[src/rtl/bdm_pkg.sv]
package bdm_pkg;
    localparam int DW       = 8;
    localparam int OFFW     = 7;
    localparam int NBANK    = 2;
    localparam int NCORE    = 5;
    localparam int NPERB    = 5;
    localparam int GPR_LO   = 12;
    localparam int GPR_HI   = 79;
    localparam int GPR_N    = GPR_HI - GPR_LO + 1;
    localparam int GIDXW    = $clog2(GPR_N);
    localparam int SLOTW    = 3;
    localparam int STAT_SLOT = 1;
    localparam int PTR_SLOT  = 2;
    localparam int BANK_BIT  = 5;

    typedef enum logic [2:0] {
        RG_HOLE,
        RG_NULL,
        RG_CORE,
        RG_PERB,
        RG_GPR
    } region_e;

    typedef struct packed {
        region_e            region;
        logic [SLOTW-1:0]   slot;
        logic [GIDXW-1:0]   gidx;
        logic               bank;
    } target_t;

    function automatic target_t resolve(input logic bank, input logic [OFFW-1:0] off);
        target_t t;
        t.region = RG_HOLE;
        t.slot   = '0;
        t.gidx   = '0;
        t.bank   = bank;
        unique case (off)
            7'h00: t.region = RG_NULL;
            7'h02: begin t.region = RG_CORE; t.slot = 3'd0; end
            7'h03: begin t.region = RG_CORE; t.slot = 3'd1; end
            7'h04: begin t.region = RG_CORE; t.slot = 3'd2; end
            7'h0A: begin t.region = RG_CORE; t.slot = 3'd3; end
            7'h0B: begin t.region = RG_CORE; t.slot = 3'd4; end
            7'h01: begin t.region = RG_PERB; t.slot = 3'd0; end
            7'h05: begin t.region = RG_PERB; t.slot = 3'd1; end
            7'h06: begin t.region = RG_PERB; t.slot = 3'd2; end
            7'h08: begin t.region = RG_PERB; t.slot = 3'd3; end
            7'h09: begin t.region = RG_PERB; t.slot = 3'd4; end
            default: begin
                if (int'(off) >= GPR_LO && int'(off) <= GPR_HI) begin
                    t.region = RG_GPR;
                    t.gidx   = GIDXW'(int'(off) - GPR_LO);
                end
            end
        endcase
        return t;
    endfunction

    function automatic logic [DW-1:0] perb_reset(input int b, input int s);
        return (b == 1 && (s == 1 || s == 2)) ? {DW{1'b1}} : '0;
    endfunction
endpackage

[src/rtl/bdm_decoder.sv]
module bdm_decoder
    import bdm_pkg::*;
(
    input  logic [OFFW-1:0] addr_i,
    input  logic            bank_i,
    input  logic [OFFW-1:0] ptr_off_i,
    output target_t         tgt_o
);
    logic [OFFW-1:0] eff_off;
    logic            via_ptr;

    always_comb begin
        via_ptr = (addr_i == '0);
        eff_off = via_ptr ? ptr_off_i : addr_i;
        tgt_o   = resolve(bank_i, eff_off);
    end
endmodule

[src/rtl/bdm_core_regs.sv]
module bdm_core_regs
    import bdm_pkg::*;
(
    input  logic             clk,
    input  logic             rst,
    input  logic             we_i,
    input  logic [SLOTW-1:0] slot_i,
    input  logic [DW-1:0]    wdata_i,
    output logic [DW-1:0]    rdata_o,
    output logic             bank_o,
    output logic [DW-1:0]    ptr_o
);
    logic [DW-1:0] core_q [NCORE];

    genvar g;
    generate
        for (g = 0; g < NCORE; g++) begin : g_core
            always_ff @(posedge clk) begin
                if (rst)
                    core_q[g] <= '0;
                else if (we_i && int'(slot_i) == g)
                    core_q[g] <= wdata_i;
            end
        end
    endgenerate

    always_comb begin
        rdata_o = '0;
        for (int i = 0; i < NCORE; i++)
            if (int'(slot_i) == i) rdata_o = core_q[i];
    end

    assign bank_o = core_q[STAT_SLOT][BANK_BIT];
    assign ptr_o  = core_q[PTR_SLOT];

    a_r8_reset_clear: assert property (@(posedge clk) disable iff (rst)
        $past(rst) |-> (core_q[STAT_SLOT] == '0 && ptr_o == '0));

    a_r9_status_hold: assert property (@(posedge clk) disable iff (rst)
        !(we_i && int'(slot_i) == STAT_SLOT) |=> $stable(core_q[STAT_SLOT]));
endmodule

[src/rtl/bdm_banked_regs.sv]
module bdm_banked_regs
    import bdm_pkg::*;
(
    input  logic             clk,
    input  logic             rst,
    input  logic             we_i,
    input  logic             bank_i,
    input  logic [SLOTW-1:0] slot_i,
    input  logic [DW-1:0]    wdata_i,
    output logic [DW-1:0]    rdata_o
);
    logic [DW-1:0] per_q [NBANK][NPERB];

    genvar b, s;
    generate
        for (b = 0; b < NBANK; b++) begin : g_bank
            for (s = 0; s < NPERB; s++) begin : g_slot
                always_ff @(posedge clk) begin
                    if (rst)
                        per_q[b][s] <= perb_reset(b, s);
                    else if (we_i && int'(bank_i) == b && int'(slot_i) == s)
                        per_q[b][s] <= wdata_i;
                end
            end
        end
    endgenerate

    always_comb begin
        rdata_o = '0;
        for (int i = 0; i < NPERB; i++)
            if (int'(slot_i) == i) rdata_o = per_q[bank_i][i];
    end

    a_r8_dir_reset: assert property (@(posedge clk) disable iff (rst)
        $past(rst) |-> (per_q[1][1] == {DW{1'b1}} && per_q[1][2] == {DW{1'b1}}));

    a_r4_other_bank_hold: assert property (@(posedge clk) disable iff (rst)
        (we_i && bank_i) |=> $stable(per_q[0][0]) && $stable(per_q[0][1]));
endmodule

[src/rtl/bdm_gpr_ram.sv]
module bdm_gpr_ram
    import bdm_pkg::*;
#(
    parameter int DEPTH = GPR_N,
    localparam int AW   = $clog2(DEPTH)
) (
    input  logic          clk,
    input  logic          we_i,
    input  logic [AW-1:0] idx_i,
    input  logic [DW-1:0] wdata_i,
    output logic [DW-1:0] rdata_o
);
    logic [DW-1:0] mem_q [DEPTH];

    always_ff @(posedge clk) begin
        if (we_i && int'(idx_i) < DEPTH)
            mem_q[idx_i] <= wdata_i;
    end

    assign rdata_o = (int'(idx_i) < DEPTH) ? mem_q[idx_i] : '0;

    a_r2_idx_range: assert property (@(posedge clk)
        we_i |-> int'(idx_i) < DEPTH);
endmodule

[src/rtl/banked_file_mem.sv]
module banked_file_mem
    import bdm_pkg::*;
(
    input  logic            clk,
    input  logic            rst,
    input  logic [OFFW-1:0] addr_i,
    input  logic            wr_en_i,
    input  logic [DW-1:0]   wr_data_i,
    output logic [DW-1:0]   rd_data_o,
    output logic            bank_o,
    output logic [DW-1:0]   fsr_o
);
    target_t       tgt;
    logic          bank;
    logic [DW-1:0] ptr;
    logic [DW-1:0] core_rd, perb_rd, gpr_rd;
    logic          core_we, perb_we, gpr_we;

    bdm_decoder u_dec (
        .addr_i    (addr_i),
        .bank_i    (bank),
        .ptr_off_i (ptr[OFFW-1:0]),
        .tgt_o     (tgt)
    );

    assign core_we = wr_en_i && (tgt.region == RG_CORE);
    assign perb_we = wr_en_i && (tgt.region == RG_PERB);
    assign gpr_we  = wr_en_i && (tgt.region == RG_GPR);

    bdm_core_regs u_core (
        .clk     (clk),
        .rst     (rst),
        .we_i    (core_we),
        .slot_i  (tgt.slot),
        .wdata_i (wr_data_i),
        .rdata_o (core_rd),
        .bank_o  (bank),
        .ptr_o   (ptr)
    );

    bdm_banked_regs u_perb (
        .clk     (clk),
        .rst     (rst),
        .we_i    (perb_we),
        .bank_i  (tgt.bank),
        .slot_i  (tgt.slot),
        .wdata_i (wr_data_i),
        .rdata_o (perb_rd)
    );

    bdm_gpr_ram #(.DEPTH(GPR_N)) u_gpr (
        .clk     (clk),
        .we_i    (gpr_we),
        .idx_i   (tgt.gidx),
        .wdata_i (wr_data_i),
        .rdata_o (gpr_rd)
    );

    always_comb begin
        unique case (tgt.region)
            RG_CORE: rd_data_o = core_rd;
            RG_PERB: rd_data_o = perb_rd;
            RG_GPR:  rd_data_o = gpr_rd;
            default: rd_data_o = '0;
        endcase
    end

    assign bank_o = bank;
    assign fsr_o  = ptr;

    a_r5_hole_zero: assert property (@(posedge clk) disable iff (rst)
        (tgt.region == RG_HOLE) |-> rd_data_o == '0);

    a_r7_null_zero: assert property (@(posedge clk) disable iff (rst)
        (tgt.region == RG_NULL) |-> rd_data_o == '0);
endmodule

[config.mk]
export PLATFORM = sky130hd
export DESIGN_NAME = banked_file_mem
export DESIGN_NICKNAME = d
export VERILOG_FILES = /design/src/rtl/bdm_pkg.sv /design/src/rtl/bdm_decoder.sv /design/src/rtl/bdm_core_regs.sv /design/src/rtl/bdm_banked_regs.sv /design/src/rtl/bdm_gpr_ram.sv /design/src/rtl/banked_file_mem.sv
export SDC_FILE = /design/constraint.sdc
export NUM_CORES = 1
export LEC_CHECK = 0
export BUFFER_PORTS_ARGS = -buffer_cell sky130_fd_sc_hd__buf_2
export CORE_ASPECT_RATIO = 2
export CORE_MARGIN = 5
export CORE_UTILIZATION = 40
export CTS_BUF_LIST = sky130_fd_sc_hd__clkbuf_8
export CTS_CLUSTER_DIAMETER = 120
export DETAILED_ROUTE_END_ITERATION = 12
export GPL_TIMING_DRIVEN = 0
export MAX_ROUTING_LAYER = met4
export PLACE_DENSITY = 0.65
export SETUP_SLACK_MARGIN = 0.2
export SYNTH_ARGS = -nofsm -noshare
export SYNTH_HDL_FRONTEND = slang
export SYNTH_SLANG_ARGS = --single-unit
[constraint.sdc]
create_clock -name clk -period 3.7 [get_ports clk]
set_input_delay 0.555 -clock clk [delete_from_list [all_inputs] [get_ports clk]]
set_output_delay 0.555 -clock clk [all_outputs]
set_load 0.02 [all_outputs]
Word-level counts from Yosys, hierarchy flattened:

Memory sizes are Yosys's and may differ from the RTL's.
Cells that the tools add are included.

* add/subtract/negate cells: 1
* multipliers: 0
* divide/modulo/power cells: 0
* $lt $le $gt $ge: 3
* equality and inequality tests: 17
* shift operators: 0
* mux-type cells: 82
* bitwise operators: 16
* reduce and logical (&&, ||, !) cells: 32

Operators by type and width (count)
* 8-bit 2-to-1 mux: 26
* 1-bit 2-to-1 mux: 49
* 7-bit by 4-bit == test with 1-bit output (second input constant): 4
* 8-bit one-hot mux with 3 select lines: 1
* 1-bit logical AND: 22
* 7-bit by 3-bit == test with 1-bit output (second input constant): 3
* 7-bit 2-to-1 mux: 3
* 1-bit bitwise OR: 15
* 7-bit by 2-bit == test with 1-bit output (second input constant): 2
* 7-bit logical NOT: 2
* 3-bit == test (second input constant): 4
* 3-bit one-hot mux with 4 select lines: 1
* 11-bit OR reduction: 1
* 5-bit OR reduction: 2
* 3-bit by 2-bit == test with 1-bit output (second input constant): 3
* 3-bit one-hot mux with 3 select lines: 1
* 2-bit OR reduction: 4
* 7-bit by 1-bit == test with 1-bit output (second input constant): 1
* 7-bit by 4-bit greater-or-equal comparator with 1-bit output (second input constant): 1
* 7-bit less-or-equal comparator (second input constant): 1
* 7-bit less-than comparator (second input constant): 1
* 7-bit by 4-bit subtractor with 7-bit output (second input constant): 1
* 3-bit logical NOT: 1
* 3-bit 2-to-1 mux: 1
* 1-bit inverter: 1

* register bits after elaboration: 0
* bits in latches: 0
* bits in writable memories: 664
* ROM bits: 0
* bits of input ports: 18
* output and inout port bits: 17
* memories: 3

Memories
* u_gpr.mem_q: depth 68, bits a word 8, read ports 1, clocked after Yosys merged registers in 0, write ports 1, line bdm_gpr_ram.sv:13 `logic [DW-1:0] mem_q [DEPTH];`
* u_perb.per_q: depth 2, bits a word 40, read ports 1, clocked after Yosys merged registers in 0, write ports 2, line bdm_banked_regs.sv:12 `logic [DW-1:0] per_q [NBANK][NPERB];`
* u_core.core_q: depth 5, bits a word 8, read ports 5, clocked after Yosys merged registers in 0, write ports 5, line bdm_core_regs.sv:13 `logic [DW-1:0] core_q [NCORE];`

Longest topological paths before layout:

* word-level depth: 14
* mapped depth: 14

Hierarchy:

From an unflattened synthesis, not the netlist that was laid out.

* cells, all modules: 1662
* area total of the unflattened synthesis: 27893.0 µm²

By module, submodules not included
* bdm_gpr_ram: times used 1, cells an instance 1138, area each 21315.4 µm², sequential area each 16335.7 µm²
* bdm_banked_regs: times used 1, cells an instance 287, area each 3890.0 µm², sequential area each 2402.3 µm²
* bdm_core_regs: times used 1, cells an instance 138, area each 1926.8 µm², sequential area each 1201.2 µm²
* bdm_decoder: times used 1, cells an instance 76, area each 539.3 µm², sequential area each 0.0 µm²
* banked_file_mem: times used 1, cells an instance 23, area each 221.5 µm², sequential area each 0.0 µm²

Least setup slack after synthesis:

Ideal clock, no wire load.

* path type: input -> output
* start: input addr_i[3]
* end: output rd_data_o[4]
* data arrival time: 3.372 ns
* data required time: 3.145 ns
* path slack: -0.227 ns
* stages on the path: 14
* path through: buf_6 -> or4_1 -> buf_2 -> o311a_1 -> nor3_4 -> buf_6 -> buf_4 -> buf_2 -> nand2_1 -> nand3_1 -> a31oi_1 -> o21ai_0 -> o2111ai_1 -> o22ai_1

* longest elaborated chain between the ends: 12

Ends and longest elaborated chain
* start, declared: line banked_file_mem.sv:6 `input logic [OFFW-1:0] addr_i,`
* 7-bit logical NOT: line bdm_decoder.sv:13 `via_ptr = (addr_i == '0);`
* 7-bit 2-to-1 mux *: line bdm_decoder.sv:14 `eff_off = via_ptr ? ptr_off_i : addr_i;`
* parallel branches: the longest is 9 deep, another holds memory 68 x 8 bit
* 8-bit one-hot mux with 3 select lines *: line banked_file_mem.sv:60 `unique case (tgt.region)`
* end, declared: line banked_file_mem.sv:9 `output logic [DW-1:0] rd_data_o,`

Mark *: on every way between the ends.

==> results.toml <==
[route]
remaining_drc_errors = 0
drtPass1Iterations = 5
wl_um = 99000
drtIter0Drc = 1933
vias = 19000
ant_nets = 0
vias_per_cell = 6.05
drt-wirelength-per-cell_um = 31.5

[global_route]
grt_max_degree = 75
antenna_found_initial = 1
grt_pass1_wl_um = 136000
grt_pass1_vias = 18900
grt-ovfl-total = 0
grt_usage = 0.268

[logic_synthesis]
synthArstFlopShare = 0
synth_cell_type_count = 68
syn_inst = 1979
ys_seq_area_frac = 0.732
synth-edff-count = 664
synth.avg_cell_area_um2 = 13.8
ys_seq_elements = 664
syn-cell-area_mm2 = 0.0272
synth_warnings = 0
synth_nets = 1997
synth-main-ff-cell = "edfxtp_1"

[sta]
rsz0062_at_grt = "yes"
maxSlewHeadroom = 0.0748
period_share = 1.30
slew_viol_final = 0
clock_skew_ns = 0.0294
timing.final.crit_period_ns = 4.80
setup_viol = 8
clock.fmax_mhz = 208
setup_slack_ns = -1.10
hold_ws_ns = 0.261
worstMarginPinSlew_ns = 1.39
finalHoldViolCount = 0

[die]
die_w_um = 195
core_mm2 = 0.0677
die_y_um = 379
ioPinCount = 35
start_util = 0.402
rows = 135
die-area_mm2 = 0.0738

[final_layout]
fillers = 5563
nNetsFinal = 2200
drive_above_1_share = 0.275
area_growth_pct = 24.6
seqCellArea_mm2 = 0.0199
multi_input_area_mm2 = 0.00879
stdcell_area_mm2 = 0.0339

[setup_path]
crit_buf_inv = 4
worstSetupStartpointType = "flop"
crit_required_ns = 3.14
crit_family = "simple AND/OR/NAND/NOR gates"
cpPeakStageDelay_ns = 0.52
cp_max_fo = 10
crit_chain = "buf_4, o21ai_2, a31oi_4, nor2_1, and3_1, clkbuf_2, nand2_1, clkbuf_2, a31oi_2, nor2_2, nand4_1, buf_6"
crit_type = "reg -> out"
end_kind = "output port"
worstPathArrival_ns = 4.25
regToRegSetupSlack_ns = 0.05
cp_common_cell = "clkbuf_2"
cpMaxStageDelayCell = "edfxtp_1"

[run]
cap_violations = 0

[run_status]
outcome = "finished, violations left"
violations = "negative setup slack"

[clock_network]
cts_max_level = 3
cts_tree = "built"
hold_buffers = 0
numCtsBuffers = 83
cts_root_buffer = "clkbuf_8"
clkSlewWorstSetupHoldPaths_ns = 0.08
clockBufferDepth = 3
cts.sinks = 664
clock_latency_ns = 0.72

[pwr]
leakage_nw = 10.9
power.density_mw_per_mm2 = 457
vdd_ir_drop_max_mv = 0.355

[worst_hold_path]
hold_path_class = "in -> reg"

[placement]
io_buffer_count = 31
gp_congestion = 1.01
place_worst_setup_slack_ns = -3.13
placed_area_mm2 = 0.0287
dp_hpwl_um = 66000
==> layout by cell type (no fill, tap or decap), types with 17 or more instances in the layout <==
master and count:
clkinv_1 19, clkbuf_8 94, o22ai_1 79, buf_4 69, nor2_1 79, a21oi_1 33, mux2i_1 46, nand2b_1 26
inv_1 23, nand3_1 102, edfxtp_1 664, and2_1 106, buf_2 22, clkbuf_1 21, nand2_1 289, mux2_2 17
buf_6 29, buf_12 40, nor2_4 70
==> metrics by stage <==
step / power (mW) / setup TNS (ns) / util / instances
finish: 15.5 / -8.11 / 0.501 / 3140
global route: 15.9 / -8.43 / 0.501 / 3138
global placement: 9.72 / -994.30 / 0.422 / 2900
detailed placement: 9.74 / -955.13 / 0.423 / 2902
floorplan: 9.11 / 0 / - / 1979
CTS: 15.3 / -39.03 / 0.476 / 3096
==> registers in the layout (all words and copies together), names as in the netlist <==
signal / cells
u_gpr.mem_q: 544
u_perb.per_q: 80
u_core.core_q: 40
==> Yosys cell counts (3+ instances only) <==
cell / count / area (um2)
a32oi_1: 13 / 114
or4_1: 3 / 22.5
and2_1: 106 / 663
a21o_1: 3 / 22.5
mux2_2: 17 / 191
a41oi_1: 14 / 123
or3_1: 6 / 37.5
clkbuf_1: 73 / 274
nor3_1: 25 / 125
nand4_1: 6 / 37.5
o21a_1: 3 / 22.5
buf_2: 27 / 135
o21ai_0: 24 / 120
nor2_1: 161 / 604
buf_6: 5 / 56.3
a21oi_1: 48 / 240
a211oi_1: 10 / 75.1
nand2_1: 300 / 1130
a211o_1: 5 / 43.8
o31ai_1: 5 / 37.5
o21bai_1: 15 / 113
edfxtp_1: 664 / 19900
buf_4: 9 / 67.6
a221o_1: 6 / 60.1
and3_1: 8 / 50.1
a221oi_1: 9 / 78.8
nor2_2: 3 / 18.8
mux2i_1: 46 / 460
nor4_1: 24 / 150
or2_2: 4 / 25.0
a22oi_1: 11 / 82.6
a32o_1: 3 / 30.0
a31oi_1: 27 / 169
nand3_1: 113 / 566
nand2b_1: 27 / 169
inv_1: 6 / 22.5
o221ai_1: 15 / 131
xnor2_1: 3 / 26.3
o22ai_1: 87 / 544
a222oi_1: 7 / 70.1
==> per-layer routing <==
| layer | vias to the layer above | global-route usage | routed length [um] |
|---|---|---|---|
| met5 | - | - | 0 |
| met3 | 396 | 0.0410 | 6550 |
| met4 | 0 | 0.214 | 10300 |
| met1 | 9562 | 0.256 | 30500 |
| li1 | 7975 | - | - |
| met2 | 1056 | 0.475 | 51700 |
==> area by class of cell <==
cell class                      count  share of cell area
Antenna cell                        3            0.000221
Clock buffer                       85              0.0345
Timing Repair Buffer              119              0.0379
Buffer                            115              0.0333
Multi-Input combinational cell   1193               0.259
Inverter                            6            0.000663
Clock inverter                     65              0.0146
Sequential cell                   664               0.587
Tap cell                          890              0.0328
==> cell families (layout without fill, tap and decap cells) <==
kind of cell	after synthesis	count (layout)	share of synthesized area
muxes	65	65	0.0252
other	0	3	0
DFF	664	664	0.732
xor gates and xnor gates	3	3	0.000965
AOI/OAI and AO/OA	328	328	0.0851
buffers and inverters	122	390	0.0207
and+or+nand+nor	797	797	0.136
==> path summary, 6_finish.rpt <==
path                                                         from                                end  cells past startpoint
worst min-delay path                                 wr_data_i[5]       u_gpr.mem_q[67][5]$_DFFE_PP_                      1
worst min register to register  u_core.core_q[2][0]$_SDFFCE_PN0P_  u_core.core_q[4][1]$_SDFFCE_PN0P_                      5
worst max register to register  u_core.core_q[2][4]$_SDFFCE_PN0P_       u_gpr.mem_q[37][0]$_DFFE_PP_                      9
worst max-delay path            u_core.core_q[2][5]$_SDFFCE_PN0P_                       rd_data_o[0]                     12
==> power breakdown <==
part / leakage [nW] / switching, mW / internal, mW
logic: 3.98 / 1.14 / 0.536
registers: 6.06 / 0.0269 / 8.34
clock network: 0.904 / 2.75 / 2.72
==> repair_timing <==
action,4_1_cts,5_1_grt
cloned,0,0
pin swaps,45,73
endpoints found under the hold margin,0,0
resized for setup,379,258
endpoints found under the setup margin,792,771
setup buffers,45,41
(Power assumes the default switching activity.)
